===== src/rtl/sir_tx_pkg.sv =====
package sir_tx_pkg;

    localparam int BYTE_W = 8;
    localparam int FCS_W  = 16;

    localparam logic [BYTE_W-1:0] PREAMBLE_BYTE = 8'hFF;
    localparam logic [BYTE_W-1:0] OPEN_BYTE     = 8'hC0;
    localparam logic [BYTE_W-1:0] CLOSE_BYTE    = 8'hC1;
    localparam logic [BYTE_W-1:0] ESC_BYTE      = 8'h7D;
    localparam logic [BYTE_W-1:0] ESC_FLIP      = 8'h20;

    localparam logic [FCS_W-1:0] FCS_POLY = 16'h8408;
    localparam logic [FCS_W-1:0] FCS_SEED = 16'hFFFF;

    typedef enum logic [2:0] {
        ST_IDLE,
        ST_PREAMBLE,
        ST_OPEN,
        ST_PAYLOAD,
        ST_CHK_LO,
        ST_CHK_HI,
        ST_CLOSE
    } tx_state_e;

    typedef struct packed {
        logic              pend;
        logic [BYTE_W-1:0] data;
    } esc_slot_t;

    function automatic logic needs_escape(input logic [BYTE_W-1:0] b);
        return (b == OPEN_BYTE) || (b == CLOSE_BYTE) || (b == ESC_BYTE);
    endfunction

    function automatic logic [FCS_W-1:0] fcs_step(input logic [FCS_W-1:0] cur,
                                                  input logic [BYTE_W-1:0] b);
        logic [FCS_W-1:0] acc;
        acc = cur ^ {{(FCS_W-BYTE_W){1'b0}}, b};
        for (int i = 0; i < BYTE_W; i++) begin
            if (acc[0]) acc = (acc >> 1) ^ FCS_POLY;
            else        acc = acc >> 1;
        end
        return acc;
    endfunction

endpackage


===== src/rtl/sir_xbof_reg.sv =====
module sir_xbof_reg #(
    parameter int CNT_W     = 8,
    parameter int RESET_CNT = 10
) (
    input  logic             clk,
    input  logic             rst,
    input  logic             wr_en,
    input  logic [CNT_W-1:0] wr_data,
    output logic [CNT_W-1:0] count
);
    localparam logic [CNT_W-1:0] RST_VAL = CNT_W'(RESET_CNT);

    always_ff @(posedge clk) begin
        if (rst)        count <= RST_VAL;
        else if (wr_en) count <= wr_data;
    end
endmodule


===== src/rtl/sir_fcs_acc.sv =====
module sir_fcs_acc
    import sir_tx_pkg::*;
(
    input  logic              clk,
    input  logic              rst,
    input  logic              init,
    input  logic              update,
    input  logic [BYTE_W-1:0] data,
    output logic [FCS_W-1:0]  fcs
);
    always_ff @(posedge clk) begin
        if (rst || init) fcs <= FCS_SEED;
        else if (update) fcs <= fcs_step(fcs, data);
    end
endmodule


===== src/rtl/sir_byte_stuffer.sv =====
module sir_byte_stuffer
    import sir_tx_pkg::*;
(
    input  logic              clk,
    input  logic              rst,
    input  logic [BYTE_W-1:0] raw_byte,
    input  logic              raw_valid,
    output logic              raw_ready,
    output logic [BYTE_W-1:0] out_byte,
    output logic              out_valid,
    input  logic              out_ready,
    output logic              pend,
    output logic              byte_done
);
    esc_slot_t slot;
    logic      raw_special;
    logic      raw_take;

    assign raw_special = needs_escape(raw_byte);
    assign pend        = slot.pend;
    assign raw_ready   = out_ready && !slot.pend;
    assign raw_take    = raw_valid && raw_ready;

    always_comb begin
        if (slot.pend) begin
            out_byte  = slot.data;
            out_valid = 1'b1;
        end else begin
            out_byte  = raw_special ? ESC_BYTE : raw_byte;
            out_valid = raw_valid;
        end
    end

    assign byte_done = out_valid && out_ready && (slot.pend || !raw_special);

    always_ff @(posedge clk) begin
        if (rst) begin
            slot <= '0;
        end else if (slot.pend) begin
            if (out_ready) slot.pend <= 1'b0;
        end else if (raw_take && raw_special) begin
            slot.pend <= 1'b1;
            slot.data <= raw_byte ^ ESC_FLIP;
        end
    end

    // an escape marker taken for a special byte is always followed by a non-special second byte
    assert_escape_pair_R5: assert property (@(posedge clk) disable iff (rst)
        (raw_take && raw_special) |=> (pend && out_valid && !needs_escape(out_byte)));

    // the second byte of a pair is never replaced before it is accepted
    assert_pair_hold_R6: assert property (@(posedge clk) disable iff (rst)
        (pend && !out_ready) |=> (pend && $stable(out_byte)));
endmodule


===== src/rtl/sir_frame_tx.sv =====
module sir_frame_tx
    import sir_tx_pkg::*;
#(
    parameter int CNT_W     = 8,
    parameter int RESET_CNT = 10
) (
    input  logic              clk,
    input  logic              rst,
    input  logic              cfg_xbof_we,
    input  logic [CNT_W-1:0]  cfg_xbof_data,
    input  logic [BYTE_W-1:0] s_data,
    input  logic              s_valid,
    input  logic              s_last,
    output logic              s_ready,
    output logic [BYTE_W-1:0] m_data,
    output logic              m_valid,
    input  logic              m_ready
);
    localparam logic [CNT_W-1:0] ONE = CNT_W'(1);

    tx_state_e         state;
    logic [CNT_W-1:0]  xbof_cfg;
    logic [CNT_W-1:0]  xbof_left;
    logic              last_q;

    logic [FCS_W-1:0]  fcs;
    logic [FCS_W-1:0]  fcs_inv;
    logic              stuff_active;
    logic [BYTE_W-1:0] raw_byte;
    logic              raw_valid;
    logic              raw_ready;
    logic [BYTE_W-1:0] st_byte;
    logic              st_valid;
    logic              st_pend;
    logic              st_done;
    logic              pay_take;
    logic              last_now;

    sir_xbof_reg #(.CNT_W(CNT_W), .RESET_CNT(RESET_CNT)) u_cfg (
        .clk     (clk),
        .rst     (rst),
        .wr_en   (cfg_xbof_we),
        .wr_data (cfg_xbof_data),
        .count   (xbof_cfg)
    );

    assign pay_take = (state == ST_PAYLOAD) && s_valid && raw_ready;

    sir_fcs_acc u_fcs (
        .clk    (clk),
        .rst    (rst),
        .init   (state == ST_IDLE),
        .update (pay_take),
        .data   (s_data),
        .fcs    (fcs)
    );

    assign fcs_inv      = ~fcs;
    assign stuff_active = (state == ST_PAYLOAD) || (state == ST_CHK_LO) || (state == ST_CHK_HI);

    always_comb begin
        unique case (state)
            ST_PAYLOAD: begin raw_byte = s_data;                  raw_valid = s_valid; end
            ST_CHK_LO:  begin raw_byte = fcs_inv[BYTE_W-1:0];     raw_valid = 1'b1;    end
            ST_CHK_HI:  begin raw_byte = fcs_inv[FCS_W-1:BYTE_W]; raw_valid = 1'b1;    end
            default:    begin raw_byte = '0;                      raw_valid = 1'b0;    end
        endcase
    end

    sir_byte_stuffer u_stuff (
        .clk       (clk),
        .rst       (rst),
        .raw_byte  (raw_byte),
        .raw_valid (raw_valid),
        .raw_ready (raw_ready),
        .out_byte  (st_byte),
        .out_valid (st_valid),
        .out_ready (m_ready && stuff_active),
        .pend      (st_pend),
        .byte_done (st_done)
    );

    always_comb begin
        unique case (state)
            ST_PREAMBLE: begin m_data = PREAMBLE_BYTE; m_valid = 1'b1; end
            ST_OPEN:     begin m_data = OPEN_BYTE;     m_valid = 1'b1; end
            ST_CLOSE:    begin m_data = CLOSE_BYTE;    m_valid = 1'b1; end
            ST_PAYLOAD, ST_CHK_LO, ST_CHK_HI:
                         begin m_data = st_byte;       m_valid = st_valid; end
            default:     begin m_data = '0;            m_valid = 1'b0; end
        endcase
    end

    assign s_ready  = (state == ST_PAYLOAD) && raw_ready;
    assign last_now = st_pend ? last_q : s_last;

    always_ff @(posedge clk) begin
        if (rst) begin
            state     <= ST_IDLE;
            xbof_left <= '0;
            last_q    <= 1'b0;
        end else begin
            if (pay_take) last_q <= s_last;
            unique case (state)
                ST_IDLE: begin
                    if (s_valid) begin
                        xbof_left <= xbof_cfg;
                        state     <= (xbof_cfg == '0) ? ST_OPEN : ST_PREAMBLE;
                    end
                end
                ST_PREAMBLE: begin
                    if (m_ready) begin
                        xbof_left <= xbof_left - ONE;
                        if (xbof_left == ONE) state <= ST_OPEN;
                    end
                end
                ST_OPEN:    if (m_ready) state <= ST_PAYLOAD;
                ST_PAYLOAD: if (st_done && last_now) state <= ST_CHK_LO;
                ST_CHK_LO:  if (st_done) state <= ST_CHK_HI;
                ST_CHK_HI:  if (st_done) state <= ST_CLOSE;
                ST_CLOSE:   if (m_ready) state <= ST_IDLE;
                default:    state <= ST_IDLE;
            endcase
        end
    end

    // an offered byte is held until the encoder takes it
    assert_out_hold_R8: assert property (@(posedge clk) disable iff (rst)
        (m_valid && !m_ready) |=> (m_valid && $stable(m_data)));

    // no payload is taken while flags are offered
    assert_no_take_on_flag_R7: assert property (@(posedge clk) disable iff (rst)
        (state == ST_PREAMBLE || state == ST_OPEN || state == ST_CLOSE) |-> !s_ready);

    // after the closing flag is accepted nothing is offered on the next cycle
    assert_close_ends_R2: assert property (@(posedge clk) disable iff (rst)
        (state == ST_CLOSE && m_ready) |=> !m_valid);

    // the check value no longer moves once the check phase starts
    assert_fcs_frozen_R4: assert property (@(posedge clk) disable iff (rst)
        (state == ST_CHK_LO || state == ST_CHK_HI) |=> $stable(fcs));

    // the preamble phase is never entered with an exhausted count
    assert_preamble_count_R3: assert property (@(posedge clk) disable iff (rst)
        (state == ST_PREAMBLE) |-> (xbof_left != '0));
endmodule


===== config.mk =====
export PLATFORM = sky130hd
export DESIGN_NAME = sir_frame_tx
export DESIGN_NICKNAME = d
export VERILOG_FILES = /design/src/rtl/sir_tx_pkg.sv /design/src/rtl/sir_xbof_reg.sv /design/src/rtl/sir_fcs_acc.sv /design/src/rtl/sir_byte_stuffer.sv /design/src/rtl/sir_frame_tx.sv
export SDC_FILE = /design/constraint.sdc
export NUM_CORES = 1
export LEC_CHECK = 0
export ABC_AREA = 0
export BUFFER_PORTS_ARGS = -buffer_cell sky130_fd_sc_hd__buf_2
export CORE_ASPECT_RATIO = 0.6
export CORE_MARGIN = 2
export CORE_UTILIZATION = 56
export DETAILED_ROUTE_END_ITERATION = 10
export GPL_TIMING_DRIVEN = 1
export MAX_ROUTING_LAYER = met4
export PLACE_DENSITY = 0.77
export SYNTH_ARGS = -nofsm -noshare
export SYNTH_HDL_FRONTEND = slang
export SYNTH_SLANG_ARGS = --single-unit

===== constraint.sdc =====
create_clock -name clk -period 7.12 [get_ports clk]
set_clock_uncertainty 0.05 [all_clocks]
set_input_delay 0.712 -clock clk [delete_from_list [all_inputs] [get_ports clk]]
set_output_delay 0.712 -clock clk [all_outputs]
set_load 0.02 [all_outputs]

* After elaboration in Yosys (flattened, before gate mapping)
Cells that the tools add are included.
Storage, ports and cells: output and inout port bits 10, input bits 22, bits in registers 45
Cells by class: $add $sub $neg 1, reductions and logical operators 27, multiplexer cells 46, bitwise operators 12, eq/ne operators 18
Operators by type and width (count):
- 16-bit 2-to-1 mux | 22
- 8-bit 2-to-1 mux | 4
- 8-bit one-hot mux with 4 select lines | 1
- 3-bit 2-to-1 mux | 8
- 2-bit NOT with 3-bit output | 8
- 8-bit one-hot mux with 3 select lines | 1
- 3-bit one-hot mux with 7 select lines | 1
- 8-bit == test, second input constant | 2
- 16-bit NOT | 1
- 8-bit one-hot mux with 2 select lines | 1
- 16-bit by 8-bit bitwise XOR with 16-bit output | 1
- 2-bit != test, second input constant | 7
- 1-bit logical AND | 10
- 3-bit == test, second input constant | 3
- 9-bit 2-to-1 mux | 1
- 8-bit by 1-bit == test with 1-bit output, second input constant | 1
- 8-bit by 7-bit == test with 1-bit output, second input constant | 1
- 8-bit logical NOT | 1
- 8-bit AND reduction | 1
- 8-bit by 1-bit subtractor with 8-bit output, second input constant | 1
- 3-bit by 2-bit == test with 1-bit output, second input constant | 2
- 1-bit logical OR | 6
- 3-bit OR reduction | 2
- 1-bit 2-to-1 mux | 4
- other kinds (11) | 14

* Depth between registers and ports, before layout
Gate-level depths: netlist of run 1.
word-level depth 34, mapped depth 11, mapped depth without buffers 7

* Cells and area by module
A second synthesis of run 1 with hierarchy kept.
Second synthesis, totals: cells, all modules 335, area total of the unflattened synthesis 2889.0 µm²
Modules (own cells, without submodules):
- sir_frame_tx | instances 1, seq. area each 240.2 µm², area an instance 1168.6 µm², cells an instance 161
- sir_fcs_acc | instances 1, seq. area each 320.3 µm², area an instance 893.4 µm², cells an instance 82
- sir_byte_stuffer | instances 1, seq. area each 180.2 µm², area an instance 534.3 µm², cells an instance 66
- sir_xbof_reg | instances 1, seq. area each 160.2 µm², area an instance 292.8 µm², cells an instance 26

* Least setup slack after synthesis of run 1
Ideal clock, no wire load.
path kind reg2out, start register state[1], end output m_data[7], path buffers 4, stages on the path, launching flop included 12, data arrival time 2155 ps, path slack 4203 ps, cells stage by stage dfxtp_1 -> buf_6 -> and3b_1 -> buf_6 -> buf_6 -> a22oi_1 -> nand2_1 -> and4bb_1 -> or2_1 -> buf_2 -> o21ai_0 -> a221o_1
Between the ends: longest elaborated chain between the ends 8
RTL lines:
- from (decl) | line sir_frame_tx.sv:21 | tx_state_e state;
- from (signal assigned) | line sir_frame_tx.sv:108 | state <= (xbof_cfg == '0) ? ST_OPEN : ST_PREAMBLE;
- 3-bit == test / 3-bit by 2-bit == test with 1-bit output (equally long branches) | line sir_frame_tx.sv:62, sir_frame_tx.sv:84
- 8-bit one-hot mux with 3 select lines | line sir_frame_tx.sv:62 | unique case (state)
- 8-bit == test | line sir_tx_pkg.sv:31 | return (b == OPEN_BYTE) || (b == CLOSE_BYTE) || (b == ESC_BYTE);
- 1-bit logical OR (2 in series) | line sir_tx_pkg.sv:31
- 8-bit 2-to-1 mux | line sir_byte_stuffer.sv:29 | out_byte = raw_special ? ESC_BYTE : raw_byte;
- 8-bit 2-to-1 mux | line sir_byte_stuffer.sv:25 | if (slot.pend) begin
- 8-bit one-hot mux with 4 select lines * | line sir_frame_tx.sv:84 | unique case (state)
- to (decl) | line sir_frame_tx.sv:15 | output logic [BYTE_W-1:0] m_data,
Every way passes the cells marked *; elsewhere a longest branch is shown, timed or not.

* Worst setup path after layout of run 1
start register state[0], end output m_data[7]
The elaborated chain is that of the path after synthesis.

==> results of run 1 <==
-- sequential cells by signal (all words and copies together), names as in the netlist --
register,count
u_cfg.count,8
state,3
last_q,1
u_fcs.fcs,16
xbof_left,8
u_stuff.pend,1
u_stuff.slot,8
-- routing by layer --
metal	share of wire [%]	vias to the layer above	GRT usage (%)	routed length [um]
li1	-	1147	-	-
met1	52	1058	41.8	3210
met2	38	97	30.5	2380
met3	9.2	10	6.85	571
met4	1.0	0	6.18	64
met5	0	-	-	0
-- power by group through the flow --
| stage | Clock (uW) | Combinational, uW | Sequential, uW |
|---|---|---|---|
| floorplan | 0 | 318 | 296 |
| CTS | 177 | 368 | 323 |
| global route | 191 | 410 | 331 |
| finish | 175 | 375 | 326 |
| detailed placement | 0 | 364 | 329 |
| global placement | 0 | 358 | 328 |
-- placed cells by master (no fill, tap or decap), drive strengths merged, types with 3 or more instances in the layout --
cell type  count
a22o           5
a211oi         3
nor4           3
nor2b          4
o211ai        16
xnor2         19
dfxtp         45
nand2         41
nand3          9
inv            6
a22oi          4
buf           31
nor3           4
mux2i         25
o221ai         5
xor2           5
o21a           5
a21oi         16
clkbuf         7
o21ai         11
nor2          27
-- worst max path at each step --
| stage | start | endpoint | slack, ns | depth (start not counted) |
|---|---|---|---|---|
| global route | state[0] | m_data[7] | 2.76 | 8 |
| detailed placement | state[0] | m_data[7] | 3.38 | 8 |
| CTS | state[0] | m_data[7] | 3.06 | 8 |
| floorplan | state[1] | m_data[7] | 4.20 | 11 |
| global placement | state[0] | m_data[7] | 3.49 | 8 |
| finish | state[0] | m_data[7] | 3.00 | 8 |
-- through the flow --
stage                     instance area, um2  setup slack (ns)
after floorplan                         2600              4.20
after global placement                  2710              3.49
after detailed placement                2710              3.38
after CTS                               2810              3.06
after global routing                    2810              2.76
final                                   2810              3.00
-- final cells by class --
cell class | instances | area, um2 | share of cell area, %
Clock buffer | 7 | 96.3 | 3.43
Clock inverter | 1 | 5.00 | 0.178
Inverter | 7 | 26.3 | 0.934
Multi-Input combinational cell | 235 | 1550 | 55.1
Sequential cell | 45 | 901 | 32.0
Tap cell | 63 | 78.8 | 2.80
Timing Repair Buffer | 31 | 155 | 5.52
-- cells by family (layout without fill, tap and decap cells) --
kind of cell	after synthesis	in the layout	share of synthesized area [%]
multiplexers	25	25	9.62
flip-flops	45	45	34.6
AO/OA/AOI/OAI	80	80	22.1
adder cells (fa/ha/maj)	2	2	0.962
buffers and inverters	30	46	5.77
AND/OR/NAND/NOR	104	104	18.8
XOR/XNOR	24	24	8.08
-- worst register-to-register path: stages (launching register included) --
cell	delay [ns]
dfxtp_1	0.90
and3b_1	0.60
a22o_1	0.32
nand4_1	0.12
nor4b_1	0.43
o2111a_1	0.53
mux2i_1	0.24
nor2_1	0.06
==> impl_metrics.toml, run 1 <==
[yosys]
synthFlopType = "dfxtp_1"
synthCells = 310
ys_top_cells_by_count = "dfxtp_1, nand2_1, nor2_1"
syn-cell-area_um2 = 2600
synth_top_cell_by_area = "dfxtp_1"
ys_warn_count = 0
synth.top_cell.area_share_pct = 34.6
synth_fp_nets = 334
ys_seq_area_share_pct = 34.6
synthDistinctLibCells = 51
synth.most_common_cell = "dfxtp_1"
ys_seq_elements = 45
synth_edf_count = 0
synth_area_leaders = "dfxtp_1, mux2i_1, xnor2_1, nand2_1, o211ai_1"
async_reset_ff_share_pct = 0
syn_avg_cell_area_um2 = 8.39

[final_layout]
fin_cells = 389
drive_gt1_share_pct = 13.8
area_growth_pct = 8.13
nFillCells = 398
layout.nets = 349
diodes = 0
post-route-util_pct = 62.3

[critical_path]
worst_setup_path_start_kind = "flop"
slowest_stage = "dfxtp_1"
cp.buffers_inverters = 1
r2r-start = "state[0]"
r2r_end = "u_stuff.slot[7]"
slowest_delay_ns = 0.90
ff2ff_path_depth = 7
reg2reg_setup_slack_ns = 3.76
crit_type = "flop to output pin"
crit_arrival_ns = 3.35
end_kind = "output pin"
critPathRequiredTime_ns = 6.36
cp_top_family = "simple AND/OR/NAND/NOR gates"
path_max_fanout = 22
cp_cell_sequence = "and3b_1 > a22o_1 > nand2_1 > and4bb_1 > or2_1 > o21ai_0 > a221o_1 > buf_2"

[timing]
whs_ns = 0.418
drv_slew = 0
hold_violations = 0
grt_setup_unrepaired = "no"
finalSetupViolations = 0
maxSlewHeadroom_pct = 21.8
finalWorstPathRequiredPeriod_ns = 4.12
finalSetupTns_ns = 0
tightestPinTransition_ns = 1.16
max_freq_mhz = 243
fin_crit_sh_pct = 57.8

[min_path]
worstHoldStart = "last_q"
worstHoldPathType = "flop to flop"
hold_end = "last_q"
min_path_cells = 2

[cts]
cts_buffer_depth = 2
clock_latency_ns = 0.30
cts_tree = "done"
cts_setup_buffers = 0
h-tree-depth = 2
root_buffer = "clkbuf_8"
cts_resized = 0
cts_hold_buf = 0
cts_buffers = 5
path_clk_slew_ns = 0.09
cts_sinks = 45

[floorplan]
row_count = 19
die-area_um2 = 5220
coreArea_um2 = 4520
pin_count = 32
die_h_um = 56.8
initial_core_util_pct = 57.6
dieWidth_um = 92.0

[route]
drt_pass1_iterations = 5
vias_per_cell = 5.94
num_vias = 2312
wirelength_um = 6220
drtIter0Drc = 231
antenna_left = 0
drc = 0
wl_per_cell_um = 16.0

[power_and_ir_drop]
peakVddDrop_mv = 0.141
swShare_pct = 42.5
combPwrFrac_pct = 42.8
p_leak_uw = 0.00119
power_uw = 876
power_frac_clock_pct = 20.0
powerDensity_nw_per_um2 = 311
p_int_uw = 503
seq_power_share_pct = 37.2
p_sw_uw = 373

[placed_design]
place.gp.congestion = 0.931
dp_hpwl_um = 4630
dpl.cell_count = 381
io_buffers = 31

[global_routing]
overflow = 0
grt_pass1_wl_um = 10500
grt_max_degree = 31
grt.total_usage_pct = 25.9
grt_pass1_vias = 1978
antenna_found_initial = 0

[outcome]
outcome = "completed"

[job]
maxCapViolations = 0
Note: power is estimated with default switching activity, not from simulation.
==> inputs of run 2 (changes only) <==
==> constraint.sdc (replaced) <==
create_clock -name clk -period 4.3 [get_ports clk]
set_clock_uncertainty 0.05 [all_clocks]
set_input_delay 0.43 -clock clk [delete_from_list [all_inputs] [get_ports clk]]
set_output_delay 0.43 -clock clk [all_outputs]
set_load 0.02 [all_outputs]
==> impl_metrics.toml, run 2 (synthesis results as in run 1) <==
[global_routing]
grt_max_degree = 31
grt_pass1_wl_um = 10200
antenna_found_initial = 0
overflow = 0
grt.total_usage_pct = 25.5
grt_pass1_vias = 2007

[cts]
cts_tree = "done"
h-tree-depth = 2
cts_resized = 0
cts_setup_buffers = 0
cts_buffers = 5
clock_latency_ns = 0.30
root_buffer = "clkbuf_8"
cts_sinks = 45
path_clk_slew_ns = 0.09
cts_buffer_depth = 2
cts_hold_buf = 0

[timing]
finalSetupViolations = 0
tightestPinTransition_ns = 0.970
hold_violations = 0
drv_slew = 0
fin_crit_sh_pct = 85.9
finalSetupTns_ns = 0
finalWorstPathRequiredPeriod_ns = 3.69
maxSlewHeadroom_pct = 33.6
max_freq_mhz = 271
grt_setup_unrepaired = "no"

[final_layout]
largest_register = "u_fcs.fcs"
diodes = 0
area_growth_pct = 9.24
layout.nets = 351
drive_gt1_share_pct = 14.3
final_common_cell = "dfxtp_1"
layout_common_cells = "dfxtp_1, nand2_1, buf_2"
fin_cells = 391
largest_reg_flops = 16

[critical_path]
worst_setup_path_start_kind = "flop"
r2r-start = "state[2]"
r2r_end = "u_stuff.slot[7]"
cp_cell_sequence = "nor2b_1 > a22oi_1 > inv_1 > and4bb_1 > or2_1 > o211ai_1 > a221o_1 > buf_2"
crit_arrival_ns = 3.21
ff2ff_path_depth = 7
slowest_stage = "nor2b_1"
end_kind = "output pin"
path_max_fanout = 14
reg2reg_setup_slack_ns = 1.03
critPathRequiredTime_ns = 3.82
crit_type = "flop to output pin"
slowest_delay_ns = 0.84

[route]
drc = 0
wirelength_um = 6250
drtIter0Drc = 248
antenna_left = 0
num_vias = 2343
drt_pass1_iterations = 6
wl_per_cell_um = 16.0
vias_per_cell = 5.99

[floorplan]
dieWidth_um = 92.0
die_h_um = 56.8
die-area_um2 = 5220
coreArea_um2 = 4520
row_count = 19
pin_count = 32
initial_core_util_pct = 57.6

[outcome]
outcome = "completed"

[min_path]
min_path_cells = 3
worstHoldPathType = "input port to flop"
worstHoldStart = "cfg_xbof_data[3]"
hold_end = "u_cfg.count[3]"

[job]
maxCapViolations = 0

[placed_design]
place.gp.congestion = 0.922
io_buffers = 31
dp_hpwl_um = 4470
dpl.cell_count = 383

[power_and_ir_drop]
powerDensity_nw_per_um2 = 528
peakVddDrop_mv = 0.324
power_uw = 1500
p_leak_uw = 0.00120
## run 2: cell types whose count changed in the layout (fill, tap and decap cells not counted), sizes merged
cell	delta
buf	+2
bufinv	+1
clkbuf	-2
clkinvlp	+1
## run 2: routing by layer
metal	vias to the layer above	global-route usage [%]	part of all wire [%]
met5	-	-	0
met4	0	4.48	0.56
met3	4	5.10	9.5
met2	99	32.6	38
met1	1097	40.9	52
li1	1143	-	-
## run 2: worst max-delay path by stage
stage                   from        end  slack [ns]
floorplan           state[1]  m_data[7]        1.66
detailed placement  state[2]  m_data[7]        1.01
finish              state[2]  m_data[7]        0.61
CTS                 state[2]  m_data[7]        0.65
global route        state[2]  m_data[7]        0.37
global placement    state[2]  m_data[7]        1.15
## run 2: final cells by class
cell class	count	area, um2
Fill cell	402	1680
Multi-Input combinational cell	235	1550
Sequential cell	45	901
Timing Repair Buffer	33	170
Tap cell	63	78.8
Clock buffer	5	68.8
Clock inverter	3	46.3
Inverter	7	26.3
## run 2: critical path, delay by kind of cell, from the launching register on
| family | cells | cell delay (ns) |
|---|---|---|
| compound gates | 3 | 0.72 |
| buf+inv | 2 | 0.34 |
| flops | 1 | 0.53 |
| simple gates | 3 | 1.35 |
## run 2: per-stage QoR
step	worst slack (ns)	utilization (%)	area, um2	hold slack, ns
finish	0.607	62.9	2840	0.299
global route	0.368	62.9	2840	0.281
CTS	0.651	62.9	2840	0.295
detailed placement	1.01	60.4	2730	0.402
global placement	1.15	60.4	2730	0.394
floorplan	1.66	-	2600	0.386
## run 2: power breakdown
part	internal [uW]	leakage (uW)	total, uW	switching [uW]
Clock	174	0.0000543	328	154
Combinational	240	0.000781	654	414
Sequential	456	0.000367	518	62.0
